--- src/rtl/fsync_corr_pkg.sv ---
package fsync_corr_pkg;
  typedef enum logic [1:0] {
    MODE_SEQ    = 2'b00,
    MODE_ANY    = 2'b01,
    MODE_GAP    = 2'b10,
    MODE_TAGGED = 2'b11
  } corr_mode_e;

  typedef enum logic [2:0] {
    ST_SRCH,
    ST_BSEQ,
    ST_GAP,
    ST_BWIN,
    ST_DONE
  } corr_state_e;

  localparam int unsigned WILD_N   = 4;
  localparam int unsigned N_PAT    = 2;
  localparam logic [3:0]  MANC_B01 = 4'b1001;
  localparam logic [3:0]  MANC_B10 = 4'b0110;
endpackage

--- src/rtl/fsc_chip_hist.sv ---
module fsc_chip_hist #(
  parameter int MAX_CHIPS = 16,
  parameter int LEN_W     = $clog2(MAX_CHIPS + 1)
) (
  input  logic                 clk_i,
  input  logic                 rst_ni,
  input  logic                 clr_i,
  input  logic                 shift_i,
  input  logic                 chip_i,
  output logic [MAX_CHIPS-1:0] win_o,
  output logic [LEN_W-1:0]     fill_o
);
  logic [MAX_CHIPS-1:0] hist_q;
  logic [LEN_W-1:0]     fill_q;

  // window already contains the chip on the current strobe
  assign win_o  = {hist_q[MAX_CHIPS-2:0], chip_i};
  assign fill_o = (int'(fill_q) >= MAX_CHIPS) ? fill_q : fill_q + 1'b1;

  always_ff @(posedge clk_i or negedge rst_ni) begin
    if (!rst_ni) begin
      hist_q <= '0;
      fill_q <= '0;
    end else if (clr_i) begin
      hist_q <= '0;
      fill_q <= '0;
    end else if (shift_i) begin
      hist_q <= win_o;
      fill_q <= fill_o;
    end
  end
endmodule

--- src/rtl/fsc_pat_cmp.sv ---
module fsc_pat_cmp #(
  parameter int MAX_CHIPS = 16,
  parameter int LEN_W     = $clog2(MAX_CHIPS + 1)
) (
  input  logic [MAX_CHIPS-1:0] win_i,
  input  logic [MAX_CHIPS-1:0] pat_i,
  input  logic [MAX_CHIPS-1:0] mask_i,
  input  logic [LEN_W-1:0]     len_i,
  input  logic [LEN_W-1:0]     fill_i,
  input  logic                 zero_ok_i,
  output logic                 hit_o
);
  logic bits_ok;
  logic len_legal;
  logic filled;

  always_comb begin
    bits_ok = 1'b1;
    for (int i = 0; i < MAX_CHIPS; i++) begin
      if ((i < int'(len_i)) && !mask_i[i] && (win_i[i] != pat_i[i])) bits_ok = 1'b0;
    end
  end

  assign len_legal = int'(len_i) <= MAX_CHIPS;
  assign filled    = int'(fill_i) >= int'(len_i);
  assign hit_o     = len_legal && ((len_i == '0) ? zero_ok_i : (filled && bits_ok));
endmodule

--- src/rtl/fsc_manc_phase.sv ---
module fsc_manc_phase
  import fsync_corr_pkg::*;
(
  input  logic       clk_i,
  input  logic       rst_ni,
  input  logic       clr_i,
  input  logic       start_i,
  input  logic       step_i,
  input  logic       readj_i,
  input  logic       ready_i,
  input  logic [3:0] win4_i,
  output logic       phase_o
);
  logic phase_q;
  logic boundary;

  assign boundary = readj_i && ready_i && ((win4_i == MANC_B01) || (win4_i == MANC_B10));

  always_ff @(posedge clk_i or negedge rst_ni) begin
    if (!rst_ni)      phase_q <= 1'b0;
    else if (clr_i)   phase_q <= 1'b0;
    else if (start_i) phase_q <= 1'b0;
    else if (step_i)  phase_q <= boundary ? 1'b0 : ~phase_q;
  end

  assign phase_o = phase_q;
endmodule

--- src/rtl/fsync_corr.sv ---
module fsync_corr
  import fsync_corr_pkg::*;
#(
  parameter int MAX_CHIPS = 16,
  parameter int GAP_W     = 8
) (
  input  logic                                clk_i,
  input  logic                                rst_ni,
  input  logic                                chip_vld_i,
  input  logic                                chip_i,
  input  logic                                restart_i,
  input  logic [1:0]                          mode_i,
  input  logic [$clog2(MAX_CHIPS+1)-1:0]      len_a_i,
  input  logic [$clog2(MAX_CHIPS+1)-1:0]      len_b_i,
  input  logic [MAX_CHIPS-1:0]                pat_a_i,
  input  logic [MAX_CHIPS-1:0]                pat_b_i,
  input  logic [WILD_N-1:0]                   wild_a_i,
  input  logic [GAP_W-1:0]                    gap_len_i,
  input  logic                                gap_resync_i,
  input  logic                                manc_readj_i,
  output logic                                fsync_o,
  output logic                                first_bit_vld_o,
  output logic                                first_bit_o,
  output logic                                pll_rst_o,
  output logic                                manc_phase_o
);
  localparam int LEN_W = $clog2(MAX_CHIPS + 1);
  localparam int CNT_W = (GAP_W > LEN_W) ? GAP_W : LEN_W;

  corr_mode_e  mode;
  corr_state_e st_q, st_d;
  logic [CNT_W-1:0] cnt_q, cnt_d;
  logic [CNT_W:0]   cnt_inc;
  logic b_last, gap_last;

  logic [MAX_CHIPS-1:0] win;
  logic [LEN_W-1:0]     fill;

  logic [N_PAT-1:0][MAX_CHIPS-1:0] pat_v, mask_v;
  logic [N_PAT-1:0][LEN_W-1:0]     len_v;
  logic [N_PAT-1:0]                zero_ok_v, hit_v;
  logic a_hit, b_hit;
  logic fsync, fbit, pll;

  assign mode = corr_mode_e'(mode_i);

  fsc_chip_hist #(.MAX_CHIPS(MAX_CHIPS), .LEN_W(LEN_W)) u_hist (
    .clk_i   (clk_i),
    .rst_ni  (rst_ni),
    .clr_i   (restart_i),
    .shift_i (chip_vld_i),
    .chip_i  (chip_i),
    .win_o   (win),
    .fill_o  (fill)
  );

  assign pat_v     = {pat_b_i, pat_a_i};
  assign mask_v    = {{MAX_CHIPS{1'b0}}, {{(MAX_CHIPS-WILD_N){1'b0}}, wild_a_i}};
  assign len_v     = {len_b_i, len_a_i};
  assign zero_ok_v = {1'b0, (mode == MODE_SEQ)};

  for (genvar g = 0; g < N_PAT; g++) begin : g_cmp
    fsc_pat_cmp #(.MAX_CHIPS(MAX_CHIPS), .LEN_W(LEN_W)) u_cmp (
      .win_i     (win),
      .pat_i     (pat_v[g]),
      .mask_i    (mask_v[g]),
      .len_i     (len_v[g]),
      .fill_i    (fill),
      .zero_ok_i (zero_ok_v[g]),
      .hit_o     (hit_v[g])
    );
  end

  assign a_hit = hit_v[0];
  assign b_hit = hit_v[1];

  assign cnt_inc  = {1'b0, cnt_q} + 1'b1;
  assign b_last   = cnt_inc >= {{(CNT_W+1-LEN_W){1'b0}}, len_b_i};
  assign gap_last = cnt_inc == {{(CNT_W+1-GAP_W){1'b0}}, gap_len_i};

  always_comb begin
    st_d  = st_q;
    cnt_d = cnt_q;
    fsync = 1'b0;
    fbit  = 1'b0;
    pll   = 1'b0;
    if (restart_i) begin
      st_d  = ST_SRCH;
      cnt_d = '0;
    end else if (chip_vld_i) begin
      unique case (st_q)
        ST_SRCH: begin
          unique case (mode)
            MODE_SEQ: if (a_hit) begin
              if (len_b_i == '0) begin
                fsync = 1'b1;
                st_d  = ST_DONE;
              end else begin
                st_d  = ST_BSEQ;
                cnt_d = '0;
              end
            end
            MODE_ANY, MODE_TAGGED: if (a_hit || b_hit) begin
              fsync = 1'b1;
              fbit  = (mode == MODE_TAGGED) && !a_hit;  // A wins a tie
              st_d  = ST_DONE;
            end
            MODE_GAP: if (a_hit) begin
              cnt_d = '0;
              if (gap_len_i == '0) begin
                pll  = gap_resync_i;
                st_d = ST_BWIN;
              end else begin
                st_d = ST_GAP;
              end
            end
            default: ;
          endcase
        end
        ST_BSEQ: begin
          if (b_last) begin
            cnt_d = '0;
            if (b_hit) begin
              fsync = 1'b1;
              st_d  = ST_DONE;
            end else begin
              st_d = ST_SRCH;
            end
          end else begin
            cnt_d = cnt_inc[CNT_W-1:0];
          end
        end
        ST_GAP: begin
          if (gap_last) begin
            pll   = gap_resync_i;
            st_d  = ST_BWIN;
            cnt_d = '0;
          end else begin
            cnt_d = cnt_inc[CNT_W-1:0];
          end
        end
        ST_BWIN: begin
          if (b_hit) begin
            fsync = 1'b1;
            st_d  = ST_DONE;
          end else if (b_last) begin
            st_d  = ST_SRCH;
            cnt_d = '0;
          end else begin
            cnt_d = cnt_inc[CNT_W-1:0];
          end
        end
        ST_DONE: ;
        default: st_d = ST_SRCH;
      endcase
    end
  end

  always_ff @(posedge clk_i or negedge rst_ni) begin
    if (!rst_ni) begin
      st_q  <= ST_SRCH;
      cnt_q <= '0;
    end else begin
      st_q  <= st_d;
      cnt_q <= cnt_d;
    end
  end

  fsc_manc_phase u_phase (
    .clk_i   (clk_i),
    .rst_ni  (rst_ni),
    .clr_i   (restart_i),
    .start_i (fsync),
    .step_i  (chip_vld_i && (st_q == ST_DONE)),
    .readj_i (manc_readj_i),
    .ready_i (int'(fill) >= 4),
    .win4_i  (win[3:0]),
    .phase_o (manc_phase_o)
  );

  assign fsync_o         = fsync;
  assign first_bit_vld_o = fsync && (mode == MODE_TAGGED);
  assign first_bit_o     = fbit;
  assign pll_rst_o       = pll;
endmodule

--- config.mk ---
export PLATFORM = sky130hd
export DESIGN_NAME = fsync_corr
export DESIGN_NICKNAME = d
export VERILOG_FILES = /design/src/rtl/fsync_corr_pkg.sv /design/src/rtl/fsc_chip_hist.sv /design/src/rtl/fsc_pat_cmp.sv /design/src/rtl/fsc_manc_phase.sv /design/src/rtl/fsync_corr.sv
export SDC_FILE = /design/constraint.sdc
export NUM_CORES = 1
export LEC_CHECK = 0
export BUFFER_PORTS_ARGS = -buffer_cell sky130_fd_sc_hd__buf_2
export CAP_MARGIN = 20
export CORE_ASPECT_RATIO = 1.5
export CORE_MARGIN = 2
export CORE_UTILIZATION = 50
export CTS_CLUSTER_DIAMETER = 60
export DETAILED_ROUTE_END_ITERATION = 8
export PLACE_DENSITY_LB_ADDON = 0.25
export SYNTH_ARGS = -nofsm -noshare
export SYNTH_HDL_FRONTEND = slang
export SYNTH_SLANG_ARGS = --single-unit
--- constraint.sdc ---
create_clock -name clk_i -period 4.9 [get_ports clk_i]
set_input_delay 1.225 -clock clk_i [delete_from_list [all_inputs] [get_ports clk_i]]
set_output_delay 1.225 -clock clk_i [all_outputs]
set_load 0.02 [all_outputs]
# --- Yosys cells after proc, flatten, opt, wreduce, memory -nomap -nowiden ---
# Cells that the tools add are included.
totals:
  wordCells: 250
  ff_bits: 32
  output_inout_bits: 5
  input_bits: 63
classes:
  n_eq_ne: 52
  magnitude_cmp: 39
  n_reduce_logical: 63
  addsub: 2
  n_mux: 88
  bitwise_logic: 1
op_table:
  columns: ["cell", "n"]
  rows:
  - ["< comparator 4 x 5 -> 1 bit (first input constant)", 16]
  - ["two-way mux 8 bit", 8]
  - ["two-way mux 1 bit", 57]
  - ["logical AND 1 bit", 45]
  - ["< comparator 3 x 5 -> 1 bit (first input constant)", 8]
  - ["two-way mux 3 bit", 11]
  - ["inequality test 1 bit", 32]
  - ["one-hot mux 8 bit (4 select lines)", 1]
  - ["two-way mux 15 bit", 2]
  - ["< comparator 1 x 5 -> 1 bit (first input constant)", 4]
  - ["< comparator 2 x 5 -> 1 bit (first input constant)", 4]
  - ["inequality test 4 bit (second input constant)", 5]
  - ["one-hot mux 8 bit (2 select lines)", 1]
  - ["two-way mux 5 bit", 3]
  - ["one-hot mux 3 bit (5 select lines)", 1]
  - ["greater-or-equal comparator 5 bit", 2]
  - ["<= comparator 5 bit (second input constant)", 2]
  - ["zero test 5 bit", 2]
  - ["adder 8 x 1 -> 9 bit (second input constant)", 1]
  - ["equality test 9 x 8 -> 1 bit", 1]
  - ["greater-or-equal comparator 9 x 5 -> 1 bit", 1]
  - ["inequality test 3 bit (second input constant)", 3]
  - ["one-hot mux 3 bit (3 select lines)", 1]
  - ["zero test 8 bit", 1]
  - ["other kinds (25)", 33]

# --- Depth between registers and ports, before layout ---
logic_depth:
  ltp_word: 30
  depth_mapped: 13
  mapped_depth_nobuf: 12

# --- Cells and area by module ---
# A second synthesis with hierarchy kept.
hier_totals:
  hier_cells: 401
  area_unflattened_um2: 3453.3
by_module_without_submodules:
  columns: ["mod", "cells_per_inst", "area_each_um2", "seq_area_each_um2", "instances"]
  rows:
  - ["fsync_corr", 163, 1343.8, 275.3, 1]
  - ["fsc_pat_cmp", 74, 539.3, 0.0, 2]
  - ["fsc_chip_hist", 81, 950.9, 500.5, 1]
  - ["fsc_manc_phase", 9, 80.1, 25.0, 1]

# --- Worst setup path before layout ---
# Ideal clock, no wire load.
synth_timing:
  path_kind: "input -> output"
  startpoint: "in len_b_i[1]"
  endpoint: "out first_bit_vld_o"
  t_arrival_ps: 3778
  path_buffers: 1
  setup_slack_ps: -103
  cell_stages: 11
  required_ps: 3675
  cell_sequence: "clkbuf_1 inv_1 ha_1 nand2_1 o21ai_0 a31oi_1 or4b_1 nor3_2 nand3b_1 a21oi_1 and3_1"
synth_via:
  elab_chain_len: 28
  elab_cells_between_ends: 66
  cone_classes: "order compare (19); mux (26); reduce/logical (21)"
synth_lines:
  columns: ["element", "line_no", "source"]
  rows:
  - ["from (decl)", "fsync_corr.sv:14", "input logic [$clog2(MAX_CHIPS+1)-1:0] len_b_i,"]
  - ["< comparator 1 x 5 -> 1 bit", "fsc_pat_cmp.sv:20", "if ((i < int'(len_i)) && !mask_i[i] && (win_i[i] != pat_i[i])) bits_ok = 1'b0;"]
  - ["logical AND 1 bit", "fsc_pat_cmp.sv:20", null]
  - ["two-way mux 1 bit (16 in series)", "fsc_pat_cmp.sv:20", null]
  - ["logical AND 1 bit", "fsc_pat_cmp.sv:26", "assign hit_o = len_legal && ((len_i == '0) ? zero_ok_i : (filled && bits_ok));"]
  - ["two-way mux 1 bit", "fsc_pat_cmp.sv:26", null]
  - ["logical AND 1 bit", "fsc_pat_cmp.sv:26", null]
  - ["logical OR 1 bit", "fsync_corr.sv:103", "MODE_ANY, MODE_TAGGED: if (a_hit || b_hit) begin"]
  - ["two-way mux 1 bit", "fsync_corr.sv:103", null]
  - ["one-hot mux 1 bit (2 select lines)", "fsync_corr.sv:93", "unique case (mode)"]
  - ["one-hot mux 1 bit (3 select lines) (*)", "fsync_corr.sv:91", "unique case (st_q)"]
  - ["two-way mux 1 bit (*)", "fsync_corr.sv:90", "end else if (chip_vld_i) begin"]
  - ["two-way mux 1 bit (*)", "fsync_corr.sv:87", "if (restart_i) begin"]
  - ["named net fsync_o", "fsync_corr.sv:21", "output logic fsync_o,"]
  - ["logical AND 1 bit (*)", "fsync_corr.sv:182", "assign first_bit_vld_o = fsync && (mode == MODE_TAGGED);"]
  - ["to (decl)", "fsync_corr.sv:22", "output logic first_bit_vld_o,"]
# The timed path passes the listed nets; every way through them passes the cells marked *.

# --- Final worst setup path ---
layout_timing:
  startpoint: "in len_a_i[4]"
  endpoint: "out first_bit_vld_o"
layout_via:
  elab_chain_len: 29
  elab_cells_between_ends: 66
  cone_classes: "order compare (18); mux (23); reduce/logical (25)"
layout_lines:
  columns: ["element", "line_no", "source"]
  rows:
  - ["from (decl)", "fsync_corr.sv:13", "input logic [$clog2(MAX_CHIPS+1)-1:0] len_a_i,"]
  - ["< comparator 1 x 5 -> 1 bit", "fsc_pat_cmp.sv:20", null]
  - ["logical AND 1 bit (2 in series)", "fsc_pat_cmp.sv:20", null]
  - ["two-way mux 1 bit (16 in series)", "fsc_pat_cmp.sv:20", null]
  - ["logical AND 1 bit", "fsc_pat_cmp.sv:26", null]
  - ["two-way mux 1 bit", "fsc_pat_cmp.sv:26", null]
  - ["logical AND 1 bit (*)", "fsc_pat_cmp.sv:26", null]
  - ["logical OR 1 bit", "fsync_corr.sv:103", null]
  - ["two-way mux 1 bit", "fsync_corr.sv:103", null]
  - ["one-hot mux 1 bit (2 select lines) (*)", "fsync_corr.sv:93", null]
  - ["one-hot mux 1 bit (3 select lines) (*)", "fsync_corr.sv:91", null]
  - ["two-way mux 1 bit (*)", "fsync_corr.sv:90", null]
  - ["two-way mux 1 bit (*)", "fsync_corr.sv:87", null]
  - ["logical AND 1 bit (*)", "fsync_corr.sv:182", null]
# Mark *: on every way between the ends. The rest lies on a longest branch, timed or not.

==> summary.md <==
| Metric | Value |
|---|---|
| Die width | about 70 um |
| Yosys warns | 0 |
| Mapped Cells | 376 |
| Layout net count | roughly 520 |
| CTS tree | done |
| CP Capture Point | first_bit_vld_o |
| CP Class | in -> out |
| Reg-to-reg setup timing slack | roughly 1.4 ns |
| Drt initial violations | 181 |
| Syn avg cell area | 8.45 sq um |
| Clock latency on the worst-skew pair | roughly 0.29 ns |
| Total power | between 0.6 and 0.7 mW |
| Max-capacitance violation count | 0 |
| Clk pin slew, worst setup/hold paths | about 0.07 ns |
| Synthesized area | 3180 sq um |
| H-Tree Depth | 2 |
| Post-route cell area | roughly 3600 sq um |
| Depth of the worst register-to-register path | 13 |
| Slowest CP cell | or4_4 |
| Final slew viol count | 0 |
| Crit path largest cell delay | approximately 0.45 ns |
| CTS Hold Bufs | 0 |
| Ys async rst share | 1.00 |
| Skew final | around 0.0095 ns |
| Internal power | between 0.4 and 0.5 mW |
| Grt total ovfl | 0 |
| Final setup violation count | 0 |
| RR Endpoint | cnt_q[6] |
| Initial antenna violation count | 0 |
| Most used cell, CP | buf_2 |
| DRC | 0 |
| Most used DFF post-synth | dfrtp_1 |
| PwrDens | roughly 170 nW/um^2 |
| Top Ports | 68 |
| Hold Fails Final Rpt | 0 |
| Placed Instances | 503 |
| Post-route ant nets | 0 |
| Multi-input logic area | roughly 2200 sq um |
| Placed Area | approximately 3600 sq um |
| Metal2 WL | between 4000 and 5000 um |
| Fmax | between 200 and 250 MHz |
| Total CTS buffers | 5 |
| VDD IR max | 0.108 mV |
| Register bit count reported by yosys | 32 |
| Layout area overhead | 14.7% |
| DIE AREA | ~7000 sq um |
| Sequential cell area | ~800 sq um |
| Finished Layout Cells | 510 |
| Clock Path Buffers | 2 |
| Root Buffer | clkbuf_8 |
| Critical Path Start | len_a_i[4] |
| Wire length on met3 | 390 um |
| CP max FO | 11 |
| Fraction of layout cells with a size suffix above 1 | 0.218 |
| Leak | about 1.7 nW |
| Port bufs | 67 |
| Wl on met1 | roughly 3300 um |
| Total setup buffers inserted after CTS | 0 |
| Syn_nets | 457 |
| Switching share of power | 0.311 |
| GPL Wtd Cong | around 0.95 |
| Unrepaired setup endpoints after global routing | no |
| Initial Util | 0.518 |
| Seq/Total Area, Yosys | 0.252 |
| Sequential share of power | 0.433 |
| Critical Path, Cell by Cell | buf_2 > or2_1 > or4_4 > a2111o_1 > nor3_1 > buf_4 > o21ai_1 > a21oi_2 > and3_1 > buf_2 |
| Outcome | finished clean |
| Tightest Pin Transition | roughly 0.79 ns |
| Number of synthesized flops with an enable pin | 0 |
| CP endpoint kind | output port |
| Total GRT Usage | 0.264 |
| FF-to-FF Start | u_hist.fill_q[0] |
| Min Tclk post-route | approximately 4.7 ns |
| Vias per inst | around 6 |
| WL final | around 8700 um |
| Library cells used by synthesis | 72 |
| Clock Sinks | 32 |
| Clk pwr share | 0.309 |
| WL/cell | ~17 um |
| Vias in the first global route | around 3.2k |
| Antenna fix cells | 0 |
| Combinational group share of total power | 0.258 |
| Crit share post-route | 0.965 |
| Post-CTS sizing | 0 |
| Largest net degree at the start of global routing | 33 |
| Detail Placement HPWL | approximately 7000 um |
| Startpoint types | input port |
| Fillers | about 600 |
| Routed via count | 3071 |
| Chip height | around 100 um |
| Hold Path Class | reg -> reg |
| Setup TNS | 0 ns |
| CP required | ~3.7 ns |
| Max transition margin | 0.471 |
| Global-route wire length before repair | around 15000 um |
| Net switching power | a little under 0.2 mW |
| Drt pass-1 iters | 4 |
| Highest metal used | met4 |
| Row cnt | 35 |
| Core area | 6130 sq um |
| Arr. time, crit path | around 3.5 ns |
## placed cells by master, fill, tap and decap left out, drive strengths merged, types with 4 or more instances in the layout
cell	n
o32ai	4
buf	74
nand3	6
a21boi	5
nor4	7
ha	18
xor2	21
o21ai	14
clkbuf	6
nand4	7
xnor2	30
nor3	11
inv	17
nor2	43
nand2	20
mux2i	18
a211o	4
and3	6
or3	5
o22ai	4
dfrtp	32
or2	4
a31oi	5
a21oi	13
## worst min-delay path by stage
stage | start | to | slack, ns | cells after the start
after global placement | u_hist.hist_q[14] | u_hist.hist_q[14] | 0.56 | 2
after CTS | u_hist.fill_q[1] | u_hist.fill_q[1] | 0.60 | 2
after detailed placement | u_hist.hist_q[14] | u_hist.hist_q[14] | 0.59 | 2
after floorplan | cnt_q[6] | cnt_q[6] | 0.54 | 1
after global routing | u_phase.phase_o | u_phase.phase_o | 0.62 | 2
final | u_hist.hist_q[14] | u_hist.hist_q[14] | 0.60 | 2
## final cells by class
type / instances / share of cell area
clock buffers: 6 / 0.0199
clock inverters: 1 / 0.00137
repair buffers: 74 / 0.106
well taps: 74 / 0.0254
inverters: 18 / 0.0186
multi-input cells: 305 / 0.608
flip-flops and latches: 32 / 0.220
## through the flow
| stage | hold WS (ns) | setup WS (ns) | util |
|---|---|---|---|
| finish | 0.597 | 0.171 | 0.594 |
| global route | 0.623 | 0.0280 | 0.594 |
| CTS | 0.603 | 0.179 | 0.594 |
| detailed placement | 0.585 | 0.189 | 0.581 |
| global placement | 0.564 | 0.218 | 0.581 |
| floorplan | 0.540 | 0.0305 | - |
## layer usage
| metal | GRT usage | vias to the layer above |
|---|---|---|
| met1 | 0.290 | 1459 |
| met2 | 0.494 | 94 |
| li1 | - | 1487 |
| met5 | 0 | - |
| met4 | 0.134 | 0 |
| met3 | 0.0348 | 31 |
## Yosys cell counts, types with 5 or more instances
| cell | count | share of area |
|---|---|---|
| dfrtp_1 | 32 | 0.25 |
| a21oi_1 | 13 | 0.020 |
| nor2_1 | 43 | 0.051 |
| nand3_1 | 6 | 0.0095 |
| or3_1 | 5 | 0.0099 |
| mux2i_1 | 18 | 0.057 |
| nor4_1 | 7 | 0.014 |
| inv_1 | 16 | 0.019 |
| clkbuf_1 | 18 | 0.021 |
| o21ai_0 | 12 | 0.019 |
| a31oi_1 | 5 | 0.0099 |
| xnor2_1 | 30 | 0.083 |
| xor2_1 | 21 | 0.058 |
| and3_1 | 6 | 0.012 |
| ha_1 | 18 | 0.071 |
| nand2_1 | 19 | 0.022 |
| nand4_1 | 7 | 0.014 |
| nor3_1 | 10 | 0.016 |
## power groups by stage
stage	clock [mW]	combinational (mW)	sequential, mW
4_1_cts	0.200	0.163	0.274
6_report	0.196	0.163	0.274
2_1_floorplan	0	0.101	0.276
3_5_place_dp	0	0.162	0.278
3_3_place_gp	0	0.160	0.278
5_1_grt	0.211	0.182	0.274
## cell families (layout without fill, tap and decap cells)
group,Yosys count,after routing,share of synthesized area
AND/OR/NAND/NOR,129,129,0.212
adder cells (fa/ha/maj),20,20,0.0772
AO/OA/AOI/OAI,86,86,0.206
buffers and inverters,39,99,0.0512
flip-flops,32,32,0.252
XOR/XNOR,51,51,0.141
multiplexers,19,19,0.0603
## critical path, delay by kind of cell
kind,cells,cell delay [ns]
simple gates,4,1.10
buf+inv,3,0.46
compound gates,3,0.70
## flip-flops by register name, indices dropped and copies added (netlist names)
name and cells:
cnt_q 8, st_q 3, u_hist.fill_q 5, u_hist.hist_q 15, u_phase.phase_o 1
No activity file was read; power rests on OpenSTA's default activity.
